File: config.mk
export PLATFORM = sky130hd
export DESIGN_NAME = xbar_req_admit
export DESIGN_NICKNAME = d
export VERILOG_FILES = /design/src/rtl/xbar_pkg.sv /design/src/rtl/xbar_tgt_match.sv /design/src/rtl/xbar_issue_ctr.sv /design/src/rtl/xbar_req_admit.sv
export SDC_FILE = /design/constraint.sdc
export NUM_CORES = 1
export LEC_CHECK = 0
export BUFFER_PORTS_ARGS = -buffer_cell sky130_fd_sc_hd__buf_2
export CAP_MARGIN = 20
export CORE_ASPECT_RATIO = 0.7
export CORE_MARGIN = 2
export CORE_UTILIZATION = 52
export CTS_CLUSTER_DIAMETER = 200
export DETAILED_ROUTE_END_ITERATION = 7
export PLACE_DENSITY = 0.92
export SLEW_MARGIN = 20
export SYNTH_ARGS = -nofsm -noshare
export SYNTH_HDL_FRONTEND = slang
export SYNTH_SLANG_ARGS = --single-unit
File: constraint.sdc
create_clock -name clk -period 3.2 [get_ports clk]
set_input_delay 0.32 -clock clk [delete_from_list [all_inputs] [get_ports clk]]
set_output_delay 0.32 -clock clk [all_outputs]
set_load 0.005 [all_outputs]
File: src/rtl/xbar_pkg.sv
`timescale 1ns/1ps
package xbar_pkg;
   localparam int CNT_W     = 6;
   localparam int LIMIT_MAX = 32;
   localparam int SLOT_MAX  = 16;

   function automatic int slot_bits(input int n);
      return (n > 1) ? $clog2(n) : 1;
   endfunction
endpackage

File: src/rtl/xbar_tgt_match.sv
`timescale 1ns/1ps
module xbar_tgt_match #(
   parameter int ADDR_W = 32,
   parameter int NUM_RNG = 2,
   parameter logic [NUM_RNG*64-1:0] BASES = '0,
   parameter logic [NUM_RNG*8-1:0]  WIDTHS = '0
) (
   input  logic [ADDR_W-1:0] addr,
   output logic              hit
);
   logic [NUM_RNG-1:0] rng_hit;

   for (genvar r = 0; r < NUM_RNG; r++) begin : g_rng
      localparam int          W = int'(WIDTHS[r*8 +: 8]);
      localparam logic [63:0] B = BASES[r*64 +: 64];
      if (W == 0) begin : g_unused
         assign rng_hit[r] = 1'b0;
      end else if (W >= ADDR_W) begin : g_whole
         assign rng_hit[r] = 1'b1;
      end else begin : g_cmp
         if (B[W-1:0] != '0) begin : g_bad_align
            $error("window base not aligned to its size");
         end
         assign rng_hit[r] = (addr[ADDR_W-1:W] == B[ADDR_W-1:W]);
      end
   end

   assign hit = |rng_hit;
endmodule

File: src/rtl/xbar_issue_ctr.sv
`timescale 1ns/1ps
module xbar_issue_ctr
   import xbar_pkg::*;
#(
   parameter int LIMIT = 4
) (
   input  logic             clk,
   input  logic             rst_n,
   input  logic             inc,
   input  logic             dec,
   output logic             full,
   output logic [CNT_W-1:0] count
);
   logic dec_ok;
   assign dec_ok = dec && (count != '0);

   always_ff @(posedge clk or negedge rst_n) begin
      if (!rst_n)                count <= '0;
      else if (inc && !dec_ok)   count <= count + CNT_W'(1);
      else if (!inc && dec_ok)   count <= count - CNT_W'(1);
   end

   assign full = (count >= CNT_W'(LIMIT));
endmodule

File: src/rtl/xbar_req_admit.sv
`timescale 1ns/1ps
module xbar_req_admit
   import xbar_pkg::*;
#(
   parameter int NUM_MGR = 4,
   parameter int NUM_TGT = 3,
   parameter int NUM_RNG = 2,
   parameter int ADDR_W  = 32,
   parameter int TID_W   = 3,
   parameter logic [NUM_TGT*NUM_RNG*64-1:0] RNG_BASE = {
      64'hFFFF_FFFF_FFFF_FFFF, 64'h0000_0000_0020_0000,
      64'hFFFF_FFFF_FFFF_FFFF, 64'h0000_0000_0010_0000,
      64'h0000_0000_0001_0000, 64'h0000_0000_0000_0000},
   parameter logic [NUM_TGT*NUM_RNG*8-1:0] RNG_WIDTH = {
      8'd0, 8'd20, 8'd0, 8'd12, 8'd16, 8'd12},
   parameter logic [NUM_TGT*NUM_MGR-1:0] ROUTE_EN = 12'b1111_0111_1111,
   parameter logic [NUM_TGT-1:0] SECURE_TGT = 3'b100,
   parameter logic [NUM_TGT*CNT_W-1:0] ISSUE_LIMIT = {6'd4, 6'd1, 6'd2},
   localparam int MGR_W = slot_bits(NUM_MGR),
   localparam int TGT_W = slot_bits(NUM_TGT),
   localparam int OID_W = MGR_W + TID_W
) (
   input  logic               clk,
   input  logic               rst_n,
   input  logic               req_valid,
   output logic               req_ready,
   input  logic [MGR_W-1:0]   req_mgr,
   input  logic [ADDR_W-1:0]  req_addr,
   input  logic [TID_W-1:0]   req_tid,
   input  logic [2:0]         req_prot,
   output logic               out_valid,
   input  logic               out_ready,
   output logic [TGT_W-1:0]   out_tgt,
   output logic [OID_W-1:0]   out_id,
   output logic [ADDR_W-1:0]  out_addr,
   output logic               out_decerr,
   input  logic [NUM_TGT-1:0] cpl
);
   localparam int MGR_N = 1 << MGR_W;
   localparam int TGT_N = 1 << TGT_W;

   if (NUM_MGR < 1 || NUM_MGR > SLOT_MAX) begin : g_bad_mgr
      $error("NUM_MGR must be 1..16");
   end
   if (NUM_TGT < 1 || NUM_TGT > SLOT_MAX) begin : g_bad_tgt
      $error("NUM_TGT must be 1..16");
   end
   if (NUM_RNG < 1 || NUM_RNG > SLOT_MAX) begin : g_bad_rng
      $error("NUM_RNG must be 1..16");
   end
   if (ADDR_W < 1 || ADDR_W > 64 || TID_W < 1) begin : g_bad_width
      $error("ADDR_W must be 1..64 and TID_W at least 1");
   end

   logic [NUM_TGT-1:0]       tgt_hit;
   logic [NUM_TGT-1:0]       full_vec;
   logic [NUM_TGT-1:0]       inc_vec;
   logic [NUM_TGT*CNT_W-1:0] issue_cnt;
   logic [TGT_N-1:0]         full_pad;
   logic [TGT_W-1:0]         sel;
   logic                     dec_err, admit, accept;

   for (genvar t = 0; t < NUM_TGT; t++) begin : g_tgt
      localparam int               LIM    = int'(ISSUE_LIMIT[t*CNT_W +: CNT_W]);
      localparam logic [MGR_N-1:0] ROUTES = MGR_N'(ROUTE_EN[t*NUM_MGR +: NUM_MGR]);
      logic addr_hit, route_ok, sec_ok;

      if (LIM < 1 || LIM > LIMIT_MAX) begin : g_bad_lim
         $error("issuing limit must be 1..32");
      end

      xbar_tgt_match #(
         .ADDR_W (ADDR_W),
         .NUM_RNG(NUM_RNG),
         .BASES  (RNG_BASE[t*NUM_RNG*64 +: NUM_RNG*64]),
         .WIDTHS (RNG_WIDTH[t*NUM_RNG*8 +: NUM_RNG*8])
      ) u_match (
         .addr(req_addr),
         .hit (addr_hit)
      );

      assign route_ok = ROUTES[req_mgr];

      if (SECURE_TGT[t]) begin : g_secure
         assign sec_ok = ~req_prot[1];
      end else begin : g_open
         assign sec_ok = 1'b1;
      end

      assign tgt_hit[t] = addr_hit & route_ok & sec_ok;
      assign inc_vec[t] = accept & ~dec_err & (sel == TGT_W'(t));

      xbar_issue_ctr #(.LIMIT(LIM)) u_ctr (
         .clk  (clk),
         .rst_n(rst_n),
         .inc  (inc_vec[t]),
         .dec  (cpl[t]),
         .full (full_vec[t]),
         .count(issue_cnt[t*CNT_W +: CNT_W])
      );
   end

   always_comb begin
      sel = '0;
      for (int t = NUM_TGT - 1; t >= 0; t--) begin
         if (tgt_hit[t]) sel = TGT_W'(t);
      end
   end

   assign dec_err   = ~|tgt_hit;
   assign full_pad  = TGT_N'(full_vec);
   assign admit     = dec_err | ~full_pad[sel];
   assign req_ready = (~out_valid | out_ready) & admit;
   assign accept    = req_valid & req_ready;

   always_ff @(posedge clk or negedge rst_n) begin
      if (!rst_n) begin
         out_valid  <= 1'b0;
         out_tgt    <= '0;
         out_id     <= '0;
         out_addr   <= '0;
         out_decerr <= 1'b0;
      end else if (accept) begin
         out_valid  <= 1'b1;
         out_tgt    <= sel;
         out_id     <= {req_mgr, req_tid};
         out_addr   <= req_addr;
         out_decerr <= dec_err;
      end else if (out_ready) begin
         out_valid  <= 1'b0;
      end
   end
endmodule

# == After elaboration in Yosys (flattened, before gate mapping) ==
# Cells that the tools add are included.
# totals
register_bits,59
latch_bits,0
ram_bits,0
romBits,0
inputBits,47
out_inout_bits,42
wordCells,83
memories,0
# classes
n_addsub,6
multipliers,0
div,0
n_lt_le_gt_ge,5
n_eq_ne,5
shift,0
n_mux,17
bitwise_logic,15
n_reduce_logical,27
# ops
operator,count
2-to-1 mux 6 bit,6
"== test 20 x 9 -> 1 bit, second input constant",1
logical NOT 20 bit,1
"adder 6 x 1 -> 6 bit, second input constant",3
nonzero test 6 bit,3
"subtractor 6 x 1 -> 6 bit, second input constant",3
"== test 16 x 1 -> 1 bit, second input constant",1
"== test 12 x 2 -> 1 bit, second input constant",1
bitwise AND 1 bit,10
logical AND 1 bit,9
nonzero test 2 bit,4
logical NOT 1 bit,7
binary-select mux 1 bit (select 2 bit),3
">= comparator 6 x 1 -> 1 bit, second input constant",1
">= comparator 6 x 2 -> 1 bit, second input constant",1
">= comparator 6 x 3 -> 1 bit, second input constant",1
"less-than comparator 2 x 3 -> 1 bit, second input constant",2
2-to-1 mux 2 bit,3
2-to-1 mux 1 bit,5
NOT 1 bit,3
OR reduction 3 bit,1
"== test 2 x 1 -> 1 bit, second input constant",1
"== test 2 bit, second input constant",1
logical NOT 2 bit,1
2 further kinds,3

# == Depth between registers and ports, before layout ==
# logic_depth
depth_word,19
mapped_depth,12
mapped_depth_nobuf,12

# == Modules after synthesis ==
# From an unflattened synthesis, not the netlist that was laid out.
# unflattened
hier_cells,253
hier_area_um2,3209.3
# by_module_without_submodules
module,n_inst,cells_per_inst,area_each_um2,seq_area_each_um2
xbar_req_admit,1,105,1767.9,1026.0
xbar_issue_ctr (g_tgt[2].u_ctr),1,44,470.5,150.1
xbar_issue_ctr (g_tgt[0].u_ctr),1,46,462.9,150.1
xbar_issue_ctr (g_tgt[1].u_ctr),1,38,377.9,150.1
xbar_tgt_match (g_tgt[1].u_match),1,8,52.6,0.0
xbar_tgt_match (g_tgt[0].u_match),1,8,50.0,0.0
xbar_tgt_match (g_tgt[2].u_match),1,4,27.5,0.0

# == Least setup slack after synthesis ==
# No wires, ideal clock.
# synth_path
path_type,input -> register
from,input port req_addr[27]
to,register g_tgt[0].u_ctr.count[5]
setup_ns,0.079
t_arrival_ns,3.001
t_required_ns,3.121
slack_ns,0.120
path_stages,12
path_buffers,0
path_cell_list,nor4_1 > nand3_1 > or2_1 > nor4_1 > ha_1 > inv_1 > ha_1 > a21o_1 > a21oi_1 > or4_1 > nand3_1 > xor2_1
# synth_via
elab_chain_cells,17
elab_cells_between_ends,28
classes_between,eq/ne (3); mux (6); bitwise (10); reduce/logical (9)
# synth_rtl
element,line_no,rtl
"start, declared",xbar_req_admit.sv:28,"input logic [ADDR_W-1:0] req_addr,"
== test 12 x 2 -> 1 bit,xbar_tgt_match.sv:24,assign rng_hit[r] = (addr[ADDR_W-1:W] == B[ADDR_W-1:W]);
bitwise AND 1 bit (2 in a row),xbar_req_admit.sv:90,assign tgt_hit[t] = addr_hit & route_ok & sec_ok;
2-to-1 mux 2 bit (3 in a row),xbar_req_admit.sv:106,if (tgt_hit[t]) sel = TGT_W'(t);
binary-select mux 1 bit (select 2 bit),xbar_req_admit.sv:112,assign admit = dec_err | ~full_pad[sel];
2-to-1 mux 1 bit (implied by the code),xbar_req_admit.sv:112,
NOT 1 bit,xbar_req_admit.sv:112,
bitwise OR 1 bit,xbar_req_admit.sv:112,
bitwise AND 1 bit,xbar_req_admit.sv:113,assign req_ready = (~out_valid | out_ready) & admit;
bitwise AND 1 bit,xbar_req_admit.sv:114,assign accept = req_valid & req_ready;
bitwise AND 1 bit,xbar_req_admit.sv:91,assign inc_vec[t] = accept & ~dec_err & (sel == TGT_W'(t));
bitwise AND 1 bit (*),xbar_req_admit.sv:91,
logical NOT 1 bit,xbar_issue_ctr.sv:20,else if (!inc && dec_ok) count <= count - CNT_W'(1);
logical AND 1 bit,xbar_issue_ctr.sv:20,
nonzero test 2 bit (no line),-,
"end signal, assigned",xbar_issue_ctr.sv:19,else if (inc && !dec_ok) count <= count + CNT_W'(1);
"end signal, assigned",xbar_issue_ctr.sv:20,
"end, declared",xbar_issue_ctr.sv:12,output logic [CNT_W-1:0] count
# Mark *: on every way between the ends. The rest lies on a longest branch, timed or not. The select of a mux whose other input is x is not followed.
# A chain may end at the register's enable or synchronous reset.

# == Worst setup path in the final report ==
# layout_path
from,input port req_addr[21]
to,register g_tgt[0].u_ctr.count[5]
# The elaborated chain is that of the path after synthesis.

==> run metrics <==
Required @ worst endpoint 3.46 ns; port bufs 86; max frequency 0.335 GHz; Iteration-0 DRC Markers 145; Routed WL per cell 15.9 microns; Clk pin slew, worst setup/hold paths 0.07 ns; CTS tree done; Final Util 0.682; Clock Tree Buf Depth 2; post-DR vias/cell 5.55; vias in the first global route 2563; DRT Wirelength 7120 microns; sequential fraction of the synthesis area 0.492; critical-path cell list buf_2, nor4_1, buf_4, o221ai_1, or2_1, nor4_2, ha_1, inv_1, ha_1, a21o_1, a21oi_1, or4_1, nand3_1, xor2_1; critical path's slowest cell or4_1; IR drop worst, VDD 0.000249 V; design area 3850 sq um; Top Metal Used met4; Clock Latency Late Sink 0.34 ns; overall power 0.00272 W; Slew HR 0.410; Starting Density 0.532; ranking of synthesized cells by area dfrtp_1 49%, mux2_2 11%, ha_1 6.3%; Setup WS post-layout 0.211 ns; DPL Wire Length 5290 microns; ANT cells 0; CP max stage delay 0.48 ns; all-layer global routing usage 0.238; Adder-Cell Fraction of Synth Area 0.0758; Setup violations, final 0; chip width 94.8 microns; largest net degree at the start of global routing 42; most used cell, CP ha_1; Placement Rows 23; Core Area 5640 sq um; CP startpoint kind input port; cell count after synthesis 259; Synth area leader dfrtp_1; total grt overflow 0; Final Hold Fails 0; share of cells above drive strength 1 0.420; CTS Buf Count 9; hold_buf cts 0; WL met3 456 microns; reported max-cap violation count 0; first drt pass iteration count 4; Die H 67.6 microns; final max-slew violation count 0; Synth Flop Type dfrtp_1; Compound-Gate Fraction of Synth Area 0.0850; YS warnings 0; Placed Area 3630 sq um; synthesis-to-layout area growth 28.1%; Synth Area in Simple Gates 0.123; DP Worst Slack -0.139 ns; drt drc 0; post-synthesis mux area share 0.146; Crit. End Element flop; post-route ant nets 0; Synth Net Count 323; Die ar. 6410 sq um; Yosys reg bits 59; Syn Area/Cell 11.6 sq um; Static Leak 1.84 nW; worst-path fanout max 5; Async SR Flop Fraction 1.00; Netlist cell types 42; Sum Neg Setup Slack 0 ns; routability cong. 0.852; unrepaired setup endpoints after global routing no; CP arrival 3.25 ns; top cell type's share of synthesized area 0.492; # IOs 89; PwrDens 707 nW/um^2; largest family of logic cells by synthesized area multiplexers; Met1 Wirelength 2940 microns; fin crit share 0.934; Clock Sink Count 59; via count 2490; CTS H-tree lvls 3; Worst Tran Pin Value 0.884 ns; count of flip-flops with a built-in enable after synthesis 0; status completed; met2 routed WL 3520 microns; xor/xnor share of the synthesized area 0.0467; Setup Crit Path Kind input port to flop; Root Driver clkbuf_8; initial antenna violation count 0; fin nets 434; synthesized cell area 3000 sq um; Clock Skew 0.00610 ns; post-CTS setup buffer count 0; worst hold-check path type input port to async pin; first-pass GRT wire length 11500 microns; Final min period 2.99 ns
area by class of cell:
cell class,count,area [sq um]
fillers,426,1790
flip-flops and latches,59,1480
multi-input cells,181,1440
repair buffers,107,588
clock buffers,11,151
well taps,75,93.8
clock inverters,4,50.0
inverters,12,45.0
what timing repair did:
item | in CTS | in global routing
hold endpoints to repair | 0 | 0
setup endpoints to repair | 0 | 3
gates resized for setup | 0 | 3
worst max-delay path, delay by kind of cell:
family | cells | cell delay (ns)
simple gates | 5 | 1.55
fa+ha+maj | 2 | 0.52
buf+inv | 3 | 0.40
compound gates | 3 | 0.32
xor+xnor | 1 | 0.14
synthesized netlist by cell type, types with 3 or more instances:
master	n
a21o_1	5
a21oi_1	8
a31oi_1	3
dfrtp_1	59
ha_1	15
inv_1	12
mux2_1	8
mux2_2	30
nand2_1	22
nand4_1	6
nor2_1	9
nor3_1	4
nor4_1	13
o21ai_0	14
or4_1	4
xnor2_1	7
xor2_1	9
through the flow:
step / instances / hold slack, ns
after global routing: 449 / 0.181
after CTS: 449 / 0.135
after global placement: 434 / 0.457
after floorplan: 259 / 0.0244
final: 449 / 0.107
after detailed placement: 434 / 0.475
cell usage in the layout (no fill, tap or decap), drive strengths merged, types with 3 or more instances in the layout:
cell / count
buf: 107
xor2: 9
dfrtp: 59
o21ai: 14
a21o: 5
mux2: 38
o31ai: 3
inv: 12
a21oi: 8
a31oi: 3
or4: 4
xnor2: 7
clkbuf: 11
nand4: 6
nand2: 22
nor2: 9
nor4: 13
nor3: 4
ha: 15
report_power, final:
part           internal [W]  switching, W  total [W]  leakage, nW
clock              0.000396      0.000284   0.000679       0.0974
sequential         0.000944      0.000184    0.00113        0.696
combinational      0.000470      0.000440   0.000910         1.04
total               0.00181      0.000908    0.00272         1.84
sequential cells by signal, indices dropped and copies added, names as in the netlist:
name / cells
out_valid: 1
out_tgt: 2
out_addr: 32
out_id: 5
out_decerr: 1
g_tgt.u_ctr.count: 18
cell families after synthesis:
| family | Yosys count |
|---|---|
| flip-flops | 59 |
| AND/OR/NAND/NOR | 70 |
| adder cells (fa/ha/maj) | 17 |
| AO/OA/AOI/OAI | 39 |
| multiplexers | 39 |
| XOR/XNOR | 16 |
| buffers and inverters | 19 |
metal layers:
metal  up-vias  track usage
met2        90        0.430
li1       1156            -
met4         0        0.101
met5         -            0
met3        18       0.0759
met1      1226        0.262
path summary, 6_finish.rpt:
check,startpoint,endpoint,slack [ns],depth (start not counted)
max,req_addr[21],g_tgt[0].u_ctr.count[5],0.21,14
min,rst_n,out_id[0],0.11,1
max reg2reg,g_tgt[2].u_ctr.count[5],g_tgt[2].u_ctr.count[5],0.23,10
min reg2reg,out_tgt[1],out_tgt[1],0.49,1
max in group asynchronous,rst_n,out_id[2],2.31,2
min in group clk,req_addr[11],out_addr[11],0.20,2
(Power assumes the default switching activity.)
